===== src/rtl/asp_pkg.sv =====
package asp_pkg;
  localparam int SLOT_BITS  = 32;
  localparam int IDX_W      = $clog2(SLOT_BITS);
  localparam int CNT_W      = IDX_W + 1;
  localparam int WIDTH_W    = IDX_W + 2;

  // Size code to number of sample bits; unused codes map to zero.
  function automatic logic [WIDTH_W-1:0] size_to_width(input logic [2:0] code);
    case (code)
      3'd0:    size_to_width = WIDTH_W'(8);
      3'd1:    size_to_width = WIDTH_W'(16);
      3'd3:    size_to_width = WIDTH_W'(20);
      3'd4:    size_to_width = WIDTH_W'(24);
      default: size_to_width = '0;
    endcase
  endfunction
endpackage


===== src/rtl/asp_clkgen.sv =====
module asp_clkgen #(
  parameter int DIV_W = 4
) (
  input  logic             clk_i,
  input  logic             rst_ni,
  input  logic             bclk_master_i,
  input  logic [DIV_W-1:0] div_i,
  input  logic             bclk_ext_i,
  input  logic             fclk_ext_i,
  output logic             bit_fall_o,
  output logic             bit_rise_o,
  output logic             bclk_o,
  output logic             fclk_smp_o
);
  logic [DIV_W-1:0] hc_q, hc_n;
  logic             bclk_q, bclk_n;
  logic [2:0]       bsync_q, bsync_n;
  logic [1:0]       fsync_q, fsync_n;
  logic             half_done, m_fall, m_rise, s_fall, s_rise;

  always_comb begin
    half_done = (hc_q >= div_i);
    hc_n      = half_done ? '0 : hc_q + 1'b1;
    bclk_n    = half_done ? ~bclk_q : bclk_q;
    bsync_n   = {bsync_q[1:0], bclk_ext_i};
    fsync_n   = {fsync_q[0], fclk_ext_i};
    m_fall    = half_done & bclk_q;
    m_rise    = half_done & ~bclk_q;
    s_fall    = bsync_q[2] & ~bsync_q[1];
    s_rise    = ~bsync_q[2] & bsync_q[1];
    bit_fall_o = bclk_master_i ? m_fall : s_fall;
    bit_rise_o = bclk_master_i ? m_rise : s_rise;
    bclk_o     = bclk_master_i & bclk_q;
    fclk_smp_o = fsync_q[1];
  end

  always_ff @(posedge clk_i or negedge rst_ni) begin
    if (!rst_ni) begin
      hc_q    <= '0;
      bclk_q  <= 1'b0;
      bsync_q <= '0;
      fsync_q <= '0;
    end else begin
      hc_q    <= hc_n;
      bclk_q  <= bclk_n;
      bsync_q <= bsync_n;
      fsync_q <= fsync_n;
    end
  end

  // Generated bit clock only moves when a half period completes.
  assert_bclk_half_R2: assert property (@(posedge clk_i) disable iff (!rst_ni)
    (hc_q < div_i) |=> $stable(bclk_q));
  // Synchronised external edges never collide and never repeat back to back.
  assert_edge_onehot_R9: assert property (@(posedge clk_i) disable iff (!rst_ni)
    $onehot0({bit_rise_o, bit_fall_o}));
  assert_slave_fall_spaced_R9: assert property (@(posedge clk_i) disable iff (!rst_ni)
    (!bclk_master_i && s_fall) |=> !s_fall);
endmodule


===== src/rtl/asp_framer.sv =====
module asp_framer
  import asp_pkg::*;
(
  input  logic             clk_i,
  input  logic             rst_ni,
  input  logic             fclk_master_i,
  input  logic             bit_fall_i,
  input  logic             bit_rise_i,
  input  logic             fclk_smp_i,
  output logic [CNT_W-1:0] cnt_n_o,
  output logic             fclk_o
);
  logic [CNT_W-1:0] cnt_q, cnt_n;
  logic             ws_cap_q, ws_cap_n;
  logic             ws_last_q, ws_last_n;

  always_comb begin
    cnt_n     = cnt_q;
    ws_cap_n  = ws_cap_q;
    ws_last_n = ws_last_q;
    if (bit_rise_i) ws_cap_n = fclk_smp_i;
    if (bit_fall_i) begin
      ws_last_n = ws_cap_q;
      // External frame edge seen one bit late: realign to slot bit 1.
      if (!fclk_master_i && (ws_cap_q != ws_last_q))
        cnt_n = {ws_cap_q, IDX_W'(1)};
      else
        cnt_n = cnt_q + 1'b1;
    end
    cnt_n_o = cnt_n;
    fclk_o  = fclk_master_i & cnt_q[CNT_W-1];
  end

  always_ff @(posedge clk_i or negedge rst_ni) begin
    if (!rst_ni) begin
      cnt_q     <= '1;
      ws_cap_q  <= 1'b0;
      ws_last_q <= 1'b0;
    end else begin
      cnt_q     <= cnt_n;
      ws_cap_q  <= ws_cap_n;
      ws_last_q <= ws_last_n;
    end
  end

  // Frame position advances only on bit-clock falling events.
  assert_slot_hold_R7: assert property (@(posedge clk_i) disable iff (!rst_ni)
    !bit_fall_i |=> $stable(cnt_q));
  assert_fclk_on_fall_R7: assert property (@(posedge clk_i) disable iff (!rst_ni)
    (!bit_fall_i && $stable(fclk_master_i)) |=> (!fclk_master_i || $stable(fclk_o)));
endmodule


===== src/rtl/asp_shifter.sv =====
module asp_shifter
  import asp_pkg::*;
#(
  parameter int SAMPLE_W = 24
) (
  input  logic                clk_i,
  input  logic                rst_ni,
  input  logic                bit_fall_i,
  input  logic [CNT_W-1:0]    cnt_n_i,
  input  logic                enable_i,
  input  logic                fmt_msb_i,
  input  logic [2:0]          size_code_i,
  input  logic                mono_i,
  input  logic                smp_valid_i,
  input  logic [SAMPLE_W-1:0] smp_data_i,
  output logic                smp_ready_o,
  output logic                sdata_o
);
  localparam int SHW = WIDTH_W + 1;

  logic [SLOT_BITS-1:0] word_q, word_n, aligned, image;
  logic                 sdata_q, sdata_n;
  logic [WIDTH_W-1:0]   width;
  logic [SHW-1:0]       shamt;
  logic [IDX_W-1:0]     slot_idx;
  logic                 slot_start, need, take;

  always_comb begin
    width      = size_to_width(size_code_i);
    shamt      = SHW'(SLOT_BITS) - SHW'(width);
    aligned    = SLOT_BITS'(smp_data_i) << shamt;
    slot_idx   = cnt_n_i[IDX_W-1:0];
    slot_start = bit_fall_i && (slot_idx == '0);
    need       = !cnt_n_i[CNT_W-1] || !mono_i;
    smp_ready_o = enable_i && slot_start && need;
    take       = smp_ready_o && smp_valid_i;
    word_n     = word_q;
    if (slot_start && need) word_n = take ? aligned : '0;
    image      = fmt_msb_i ? word_n : {1'b0, word_n[SLOT_BITS-1:1]};
    sdata_n    = bit_fall_i ? image[~slot_idx] : sdata_q;
    sdata_o    = sdata_q;
  end

  always_ff @(posedge clk_i or negedge rst_ni) begin
    if (!rst_ni) begin
      word_q  <= '0;
      sdata_q <= 1'b0;
    end else begin
      word_q  <= word_n;
      sdata_q <= sdata_n;
    end
  end

  assert_data_after_fall_R9: assert property (@(posedge clk_i) disable iff (!rst_ni)
    !bit_fall_i |=> $stable(sdata_o));
  assert_mono_left_only_R6: assert property (@(posedge clk_i) disable iff (!rst_ni)
    (smp_ready_o && mono_i) |-> !cnt_n_i[CNT_W-1]);
  assert_unused_zero_R5: assert property (@(posedge clk_i) disable iff (!rst_ni)
    (take && (size_code_i inside {3'd2, 3'd5, 3'd6, 3'd7})) |=> (word_q == '0));
  assert_underrun_zero_R11: assert property (@(posedge clk_i) disable iff (!rst_ni)
    (slot_start && need && !smp_valid_i) |=> (word_q == '0));
endmodule


===== src/rtl/audio_serial_tx.sv =====
module audio_serial_tx
  import asp_pkg::*;
#(
  parameter int DIV_W    = 4,
  parameter int SAMPLE_W = 24
) (
  input  logic                clk_i,
  input  logic                rst_ni,
  input  logic                enable_i,
  input  logic                fmt_msb_i,
  input  logic [2:0]          size_code_i,
  input  logic                mono_i,
  input  logic                bclk_master_i,
  input  logic                fclk_master_i,
  input  logic [DIV_W-1:0]    div_i,
  input  logic                smp_valid_i,
  input  logic [SAMPLE_W-1:0] smp_data_i,
  output logic                smp_ready_o,
  input  logic                bclk_ext_i,
  input  logic                fclk_ext_i,
  output logic                bclk_o,
  output logic                fclk_o,
  output logic                sdata_o
);
  logic             bit_fall, bit_rise, fclk_smp;
  logic [CNT_W-1:0] cnt_n;

  asp_clkgen #(.DIV_W(DIV_W)) u_clkgen (
    .clk_i         (clk_i),
    .rst_ni        (rst_ni),
    .bclk_master_i (bclk_master_i),
    .div_i         (div_i),
    .bclk_ext_i    (bclk_ext_i),
    .fclk_ext_i    (fclk_ext_i),
    .bit_fall_o    (bit_fall),
    .bit_rise_o    (bit_rise),
    .bclk_o        (bclk_o),
    .fclk_smp_o    (fclk_smp)
  );

  asp_framer u_framer (
    .clk_i         (clk_i),
    .rst_ni        (rst_ni),
    .fclk_master_i (fclk_master_i),
    .bit_fall_i    (bit_fall),
    .bit_rise_i    (bit_rise),
    .fclk_smp_i    (fclk_smp),
    .cnt_n_o       (cnt_n),
    .fclk_o        (fclk_o)
  );

  asp_shifter #(.SAMPLE_W(SAMPLE_W)) u_shifter (
    .clk_i       (clk_i),
    .rst_ni      (rst_ni),
    .bit_fall_i  (bit_fall),
    .cnt_n_i     (cnt_n),
    .enable_i    (enable_i),
    .fmt_msb_i   (fmt_msb_i),
    .size_code_i (size_code_i),
    .mono_i      (mono_i),
    .smp_valid_i (smp_valid_i),
    .smp_data_i  (smp_data_i),
    .smp_ready_o (smp_ready_o),
    .sdata_o     (sdata_o)
  );

  // Outputs of a clock the block does not generate stay low.
  assert_slave_outputs_low_R10: assert property (@(posedge clk_i) disable iff (!rst_ni)
    (!bclk_master_i |-> !bclk_o) and (!fclk_master_i |-> !fclk_o));
  assert_ready_needs_edge_R7: assert property (@(posedge clk_i) disable iff (!rst_ni)
    smp_ready_o |-> bit_fall);
endmodule


===== config.mk =====
export PLATFORM = sky130hd
export DESIGN_NAME = audio_serial_tx
export DESIGN_NICKNAME = d
export VERILOG_FILES = /design/src/rtl/asp_pkg.sv /design/src/rtl/asp_clkgen.sv /design/src/rtl/asp_framer.sv /design/src/rtl/asp_shifter.sv /design/src/rtl/audio_serial_tx.sv
export SDC_FILE = /design/constraint.sdc
export NUM_CORES = 1
export LEC_CHECK = 0
export BUFFER_PORTS_ARGS = -buffer_cell sky130_fd_sc_hd__clkbuf_2
export CORE_MARGIN = 5
export CORE_UTILIZATION = 60
export DETAILED_ROUTE_END_ITERATION = 8
export GPL_TIMING_DRIVEN = 0
export PLACE_DENSITY = 0.84
export SETUP_SLACK_MARGIN = 0.15
export SLEW_MARGIN = 20
export SYNTH_ARGS = -nofsm -noshare
export SYNTH_HDL_FRONTEND = slang
export SYNTH_HIERARCHICAL = 1
export SYNTH_SLANG_ARGS = --single-unit

===== constraint.sdc =====
create_clock -name clk_i -period 11.34 [get_ports clk_i]
set_clock_uncertainty 0.05 [all_clocks]
set_input_delay 0.567 -clock clk_i [delete_from_list [all_inputs] [get_ports clk_i]]
set_output_delay 0.567 -clock clk_i [all_outputs]
set_load 0.05 [all_outputs]

After elaboration in Yosys (flattened, before gate mapping)
Cells that the tools add are included.
- output and inout port bits: 4
- bits in registers: 51
- word-level logic and storage cells: 52
- input bits: 41
- equal/unequal tests: 4
- muxes and demuxes: 11
- magnitude comparators: 2
- $add $sub $neg: 3
- bitwise gates (word level): 10
- reductions and logical operators: 12
- shift operators: 1
- operators with widths (kind ; number):
    $mux 32 ; 3
    $shl 24x8->32 ; 1
    $pmux 5 s4 ; 1
    $mux 6 ; 2
    $sub 6x5->7 const A ; 1
    $add 6x1->6 const B ; 1
    $and 1x1->1 ; 6
    $logic_and 1x1->1 ; 6
    $lt 5x6->1 const B ; 1
    $bmux 1 s5 ; 1
    $logic_not 5->1 ; 1
    $not 5->5 ; 1
    $add 4x1->4 const B ; 1
    $ge 4x4->1 ; 1
    $mux 4 ; 1
    $eq 3x1->1 const B ; 1
    $eq 3x2->1 const B ; 1
    $eq 3x3->1 const B ; 1
    $logic_not 1->1 ; 3
    $logic_not 3->1 ; 1
    $mux 1 ; 3
    $not 1->1 ; 3
    $logic_or 1x1->1 ; 1
    $ne 1x1->1 ; 1

Depth between registers and ports, before layout
- depth in word-level cells: 14
- depth in mapped cells: 21
- mapped depth without buffers: 17

Cells and area by module
The synthesis kept the hierarchy.
- modules (own cells, without submodules) (module ; sequential area each (um^2) ; instances ; area each (um^2) ; cells an instance):
    asp_shifter ; 825.8 ; 1 ; 2653.8 ; 288
    asp_clkgen ; 250.2 ; 1 ; 474.2 ; 38
    asp_framer ; 207.7 ; 1 ; 419.2 ; 39

Worst setup path after synthesis
OpenSTA, ideal clock, no wires.
- path type: input port to flip-flop
- start point: input div_i[0]
- end point: register u_shifter.sdata_q (netlist: u_shifter/sdata_o)
- stages: 18
- data required time: 11.208 ns
- setup slack: 6.768 ns
- path buffers: 2
- data arrival time: 4.440 ns
- library setup time: 0.082 ns
- cell sequence: ha_1 nand2b_4 a2111oi_4 a21oi_2 a22o_1 buf_2 inv_1 nor3_1 nor2_1 buf_6 nor4b_4 o2111ai_4 nor3_4 a32oi_1 a221oi_1 and4b_1 or4b_1 o22ai_1
- longest elaborated chain between the ends: 14
- elaborated cells between the ends (all ways): 18
- classes of those cells: 1 x order compare; 7 x mux; 2 x bitwise; 8 x reduce/logical
- ends and longest elaborated chain (what ; line ; text):
    start, declared ; audio_serial_tx.sv:15 ; input logic [DIV_W-1:0] div_i,
    $ge 4x4->1 * ; asp_clkgen.sv:22 ; half_done = (hc_q >= div_i);
    $and 1x1->1 * ; asp_clkgen.sv:27 ; m_fall = half_done & bclk_q;
    $mux 1 * ; asp_clkgen.sv:31 ; bit_fall_o = bclk_master_i ? m_fall : s_fall;
    net bit_fall ; audio_serial_tx.sv:25 ; logic bit_fall, bit_rise, fclk_smp;
    $mux 6 * ; asp_framer.sv:22 ; if (bit_fall_i) begin
    net cnt_n[3] ; audio_serial_tx.sv:26 ; logic [CNT_W-1:0] cnt_n;
    $logic_not 5->1 ; asp_shifter.sv:33 ; slot_start = bit_fall_i && (slot_idx == '0);
    $logic_and 1x1->1 ; asp_shifter.sv:33 ;
    $logic_and 1x1->1 (2 in a row) ; asp_shifter.sv:35 ; smp_ready_o = enable_i && slot_start && need;
    $logic_and 1x1->1 ; asp_shifter.sv:36 ; take = smp_ready_o && smp_valid_i;
    $mux 32 (2 in a row) ; asp_shifter.sv:38 ; if (slot_start && need) word_n = take ? aligned : '0;
    $mux 32 ; asp_shifter.sv:39 ; image = fmt_msb_i ? word_n : {1'b0, word_n[SLOT_BITS-1:1]};
    $bmux 1 s5 * ; asp_shifter.sv:40 ; sdata_n = bit_fall_i ? image[~slot_idx] : sdata_q;
    $mux 1 (implied by the code) * ; asp_shifter.sv:40 ;
    end signal, assigned ; asp_shifter.sv:50 ; sdata_q <= sdata_n;
    end, declared ; asp_shifter.sv:22 ; logic sdata_q, sdata_n;
The timed path passes the listed nets; every way through them passes the cells marked *. The select of a mux whose other input is x is not followed.
A chain may end at the register's enable or synchronous reset.

Worst setup path after layout
- start point: register u_clkgen.hc_q[0]
- end point: register u_shifter.sdata_q (netlist: u_shifter/sdata_o)
- longest elaborated chain between the ends: 14
- elaborated cells between the ends (all ways): 18
- classes of those cells: 1 x order compare; 7 x mux; 2 x bitwise; 8 x reduce/logical
- ends and longest elaborated chain (what ; line ; text):
    start, declared ; asp_clkgen.sv:15 ; logic [DIV_W-1:0] hc_q, hc_n;
    start signal, assigned ; asp_clkgen.sv:44 ; hc_q <= hc_n;
    $ge 4x4->1 * ; asp_clkgen.sv:22 ;
    $and 1x1->1 * ; asp_clkgen.sv:27 ;
    $mux 1 * ; asp_clkgen.sv:31 ;
    net bit_fall ; audio_serial_tx.sv:25 ;
    $mux 6 * ; asp_framer.sv:22 ;
    net cnt_n[3] ; audio_serial_tx.sv:26 ;
    $logic_not 5->1 * ; asp_shifter.sv:33 ;
    $logic_and 1x1->1 * ; asp_shifter.sv:33 ;
    $logic_and 1x1->1 (2 in a row) ; asp_shifter.sv:35 ;
    $logic_and 1x1->1 ; asp_shifter.sv:36 ;
    $mux 32 ; asp_shifter.sv:38 ;
    $mux 32 * ; asp_shifter.sv:38 ;
    net u_shifter.word_n[30] ; asp_shifter.sv:21 ; logic [SLOT_BITS-1:0] word_q, word_n, aligned, image;
    $mux 32 * ; asp_shifter.sv:39 ;
    $bmux 1 s5 * ; asp_shifter.sv:40 ;
    $mux 1 (implied by the code) * ; asp_shifter.sv:40 ;
Marked as above.

==> impl_metrics.csv <==
group,metric,value,unit
critical_path,rrSetupSlack,5.86,ns
critical_path,critPathLaunchType,"register",
routing,wire_per_inst,20.5,um
clock_tree,htree_levels,2,
cells_and_area,final_cell_mix,"dfrtp_1 (45), clkbuf_2 (43), nand2_1 (39)",
timing,fin_tns_setup,0,ns
placed_design,place_area,0.00386,mm2
clock_tree,cts_max_path_buffers,2,
routing,remaining_drc_errors,0,
critical_path,worstSetupPathType,"register to register",
floorplan,rows,28,
global_routing,grt_max_degree,52,
routing,drt-pass1-iter-count,8,
power,power.leakage,1.74,nW
power,p_total,0.750,mW
synthesis,yosysSeqAreaShare,36.2,%
timing,setup_viol,0,
timing,slew_headroom,53.1,%
timing,finalMaxSlewViolations,0,
clock_tree,cts_tree,"yes",
cells_and_area,final_cells,492,
cells_and_area,layout.nets,464,
timing,timing.hold.ws,0.262,ns
global_routing,grt_pass1_wl,16300,um
critical_path,reg2regPathDepth,21,
critical_path,critPathCaptureType,"register",
placed_design,gp_congestion,0.972,
cells_and_area,drive_gt1_share,22.1,%
critical_path,worstPathMaxFanout,10,
run_status,status,"finished, final reports clean",
synthesis,ys_seq_elements,51,
floorplan,die_area,0.00755,mm2
clock_tree,clkSinkCount,51,
placed_design,dp_cells,484,
power,power.density_cell_area,189,mW/mm2
timing,hold_viol,0,
cells_and_area,syn_to_final_growth,11.9,%
global_routing,grt_pass1_vias,3196,
routing,drtAntennaViolNets,0,
critical_path,worst_ep_required_time,11.48,ns
synthesis,ys_types,78,
synthesis,yosysWarnings,6,
floorplan,dieHeight,86.9,um
routing,viasPerCell,6.74,
routing,drtIter0Drc,311,
timing,rsz0062_at_grt,"false",
floorplan,die_w,86.9,um
clock_tree,cts_setup_buffers,0,
floorplan,initial_core_util,60.6,%
run,cap_viol_max_count,0,
timing,period_share,48.4,%
synthesis,synthesis.area,0.00355,mm2
synthesis,synth_edf_count,0,
clock_tree,cts-resized-gates,0,
placed_design,dp_hpwl,7760,um
cells_and_area,fin_area,0.00397,mm2
routing,drt-total-wl,10100,um
timing,fin_crit,5.48,ns
floorplan,ios,45,
synthesis,synth_area_per_cell,9.72,um2
clock_tree,postCtsHoldBufs,0,
timing,fmax,182,MHz
critical_path,arrival,5.62,ns
floorplan,core_area,0.00585,mm2
clock_tree,clkLatencyLatePin,0.31,ns
synthesis,synth_cells,365,
global_routing,overflow,0,
cells_and_area,antenna_cells,0,
clock_tree,clk_pin_slew,0.09,ns
power,ir_drop,122,uV
global_routing,track_usage,27.7,%
clock_tree,numCtsBuffers,5,
clock_tree,clock-root-buffer,"clkbuf_8",
cells_and_area,final_common_cell,"dfrtp_1",
synthesis,syn-num-nets,413,
synthesis,async_flop_share,100,%
timing,worst_pin_slew,0.698,ns
placed_design,portBuffers,44,
critical_path,rr_startpoint,"u_clkgen/hc_q[0]",
hold_path,hold_path_class,"primary input to async pin",
critical_path,rr_endpoint,"u_shifter/sdata_o",
global_routing,antenna_found_initial,0,
synthesis,synthFlopType,"dfrtp_1",
routing,routed-via-count,3316,
final cells by class:
type | instances | area [um2]
multi-input cells | 271 | 2080
fillers | 483 | 1880
flip-flops and latches | 51 | 1280
repair buffers | 44 | 223
well taps | 75 | 93.8
plain buffers | 19 | 90.1
inverters | 24 | 90.1
clock buffers | 7 | 76.3
clock inverters | 1 | 30.0
critical path: stages (launching register included):
cell and delay [ns]:
dfrtp_1 0.42, inv_1 0.06, ha_1 0.26, nand2b_4 0.12, a2111oi_4 0.07, a21oi_2 0.28, a22o_1 0.35, buf_2 0.26
inv_1 0.08, nor3_1 0.48, nor2_1 0.15, buf_6 0.18, nor4b_4 0.47, nand2_1 0.32, clkbuf_1 0.33, clkbuf_1 0.32
nand2_1 0.14, o221ai_1 0.24, a22oi_1 0.26, o31ai_1 0.09, nor4_1 0.31, o22ai_1 0.11
synth_stat cells, drive strengths merged (5+ instances only):
library cell | n | area [um2]
dfrtp | 45 | 1130
nand2 | 39 | 146
nor2 | 25 | 93.8
inv | 24 | 90.1
mux2i | 20 | 200
nand3 | 15 | 75.1
o21ai | 15 | 86.3
clkbuf | 11 | 41.3
a21oi | 8 | 43.8
buf | 8 | 48.8
nand4 | 8 | 50.1
o221ai | 8 | 70.1
ha | 7 | 87.6
mux2 | 7 | 78.8
and2 | 6 | 37.5
dfstp | 6 | 158
mux4 | 6 | 135
o211ai | 6 | 45.0
o22ai | 5 | 31.3
o311ai | 5 | 61.3
cells by family (layout without fill, tap and decap cells):
family,after synthesis,in the layout,synth area share (%)
xor gates and xnor gates,8,8,1.98
buffers and inverters,43,95,5.08
AOI/OAI and AO/OA,100,100,24.2
adders and majority gates,7,7,2.47
DFF,51,51,36.2
and+or+nand+nor,123,123,18.4
muxes,33,33,11.7
through the flow:
step                util [%]  setup WS (ns)
finish                  67.9           5.86
global route            67.9           5.39
CTS                     67.9           5.91
detailed placement      66.0           5.73
global placement        66.0           5.81
floorplan                  -           6.77
worst max-delay path by stage:
stage	from	end	slack [ns]	cells after the start
after floorplan	div_i[0]	u_shifter/sdata_o	6.77	18
after global placement	div_i[0]	u_shifter/sdata_o	5.81	21
after detailed placement	div_i[2]	u_shifter/sdata_o	5.73	21
after CTS	u_clkgen/hc_q[0]	u_shifter/sdata_o	5.91	21
after global routing	u_clkgen/hc_q[0]	u_shifter/sdata_o	5.39	21
final	u_clkgen/hc_q[0]	u_shifter/sdata_o	5.86	21
report_power, final:
| part | internal (mW) | leakage (nW) | switching, mW | total (mW) |
|---|---|---|---|---|
| registers | 0.232 | 0.663 | 0.0312 | 0.263 |
| logic | 0.136 | 1.03 | 0.224 | 0.361 |
| clock network | 0.0661 | 0.0524 | 0.0600 | 0.126 |
registers in the layout, indices dropped and copies added, names as in the netlist:
signal / count
u_clkgen/bclk_q: 1
u_clkgen/bsync_q: 3
u_clkgen/fsync_q: 2
u_clkgen/hc_q: 4
u_framer/cnt_q: 6
u_framer/ws_cap_q: 1
u_framer/ws_last_q: 1
u_shifter/sdata_o: 1
u_shifter/word_q: 32
metal layers:
metal | vias up | share of wire (%) | wire length [um] | track usage [%]
met2 | 181 | 47 | 4710 | 43.4
met5 | - | 0 | 0 | 0
met4 | 0 | 4.2 | 428 | 12.2
met3 | 38 | 8.7 | 876 | 5.30
li1 | 1504 | - | - | -
met1 | 1593 | 40 | 4080 | 37.3
Power figures use the tool's default switching activity.
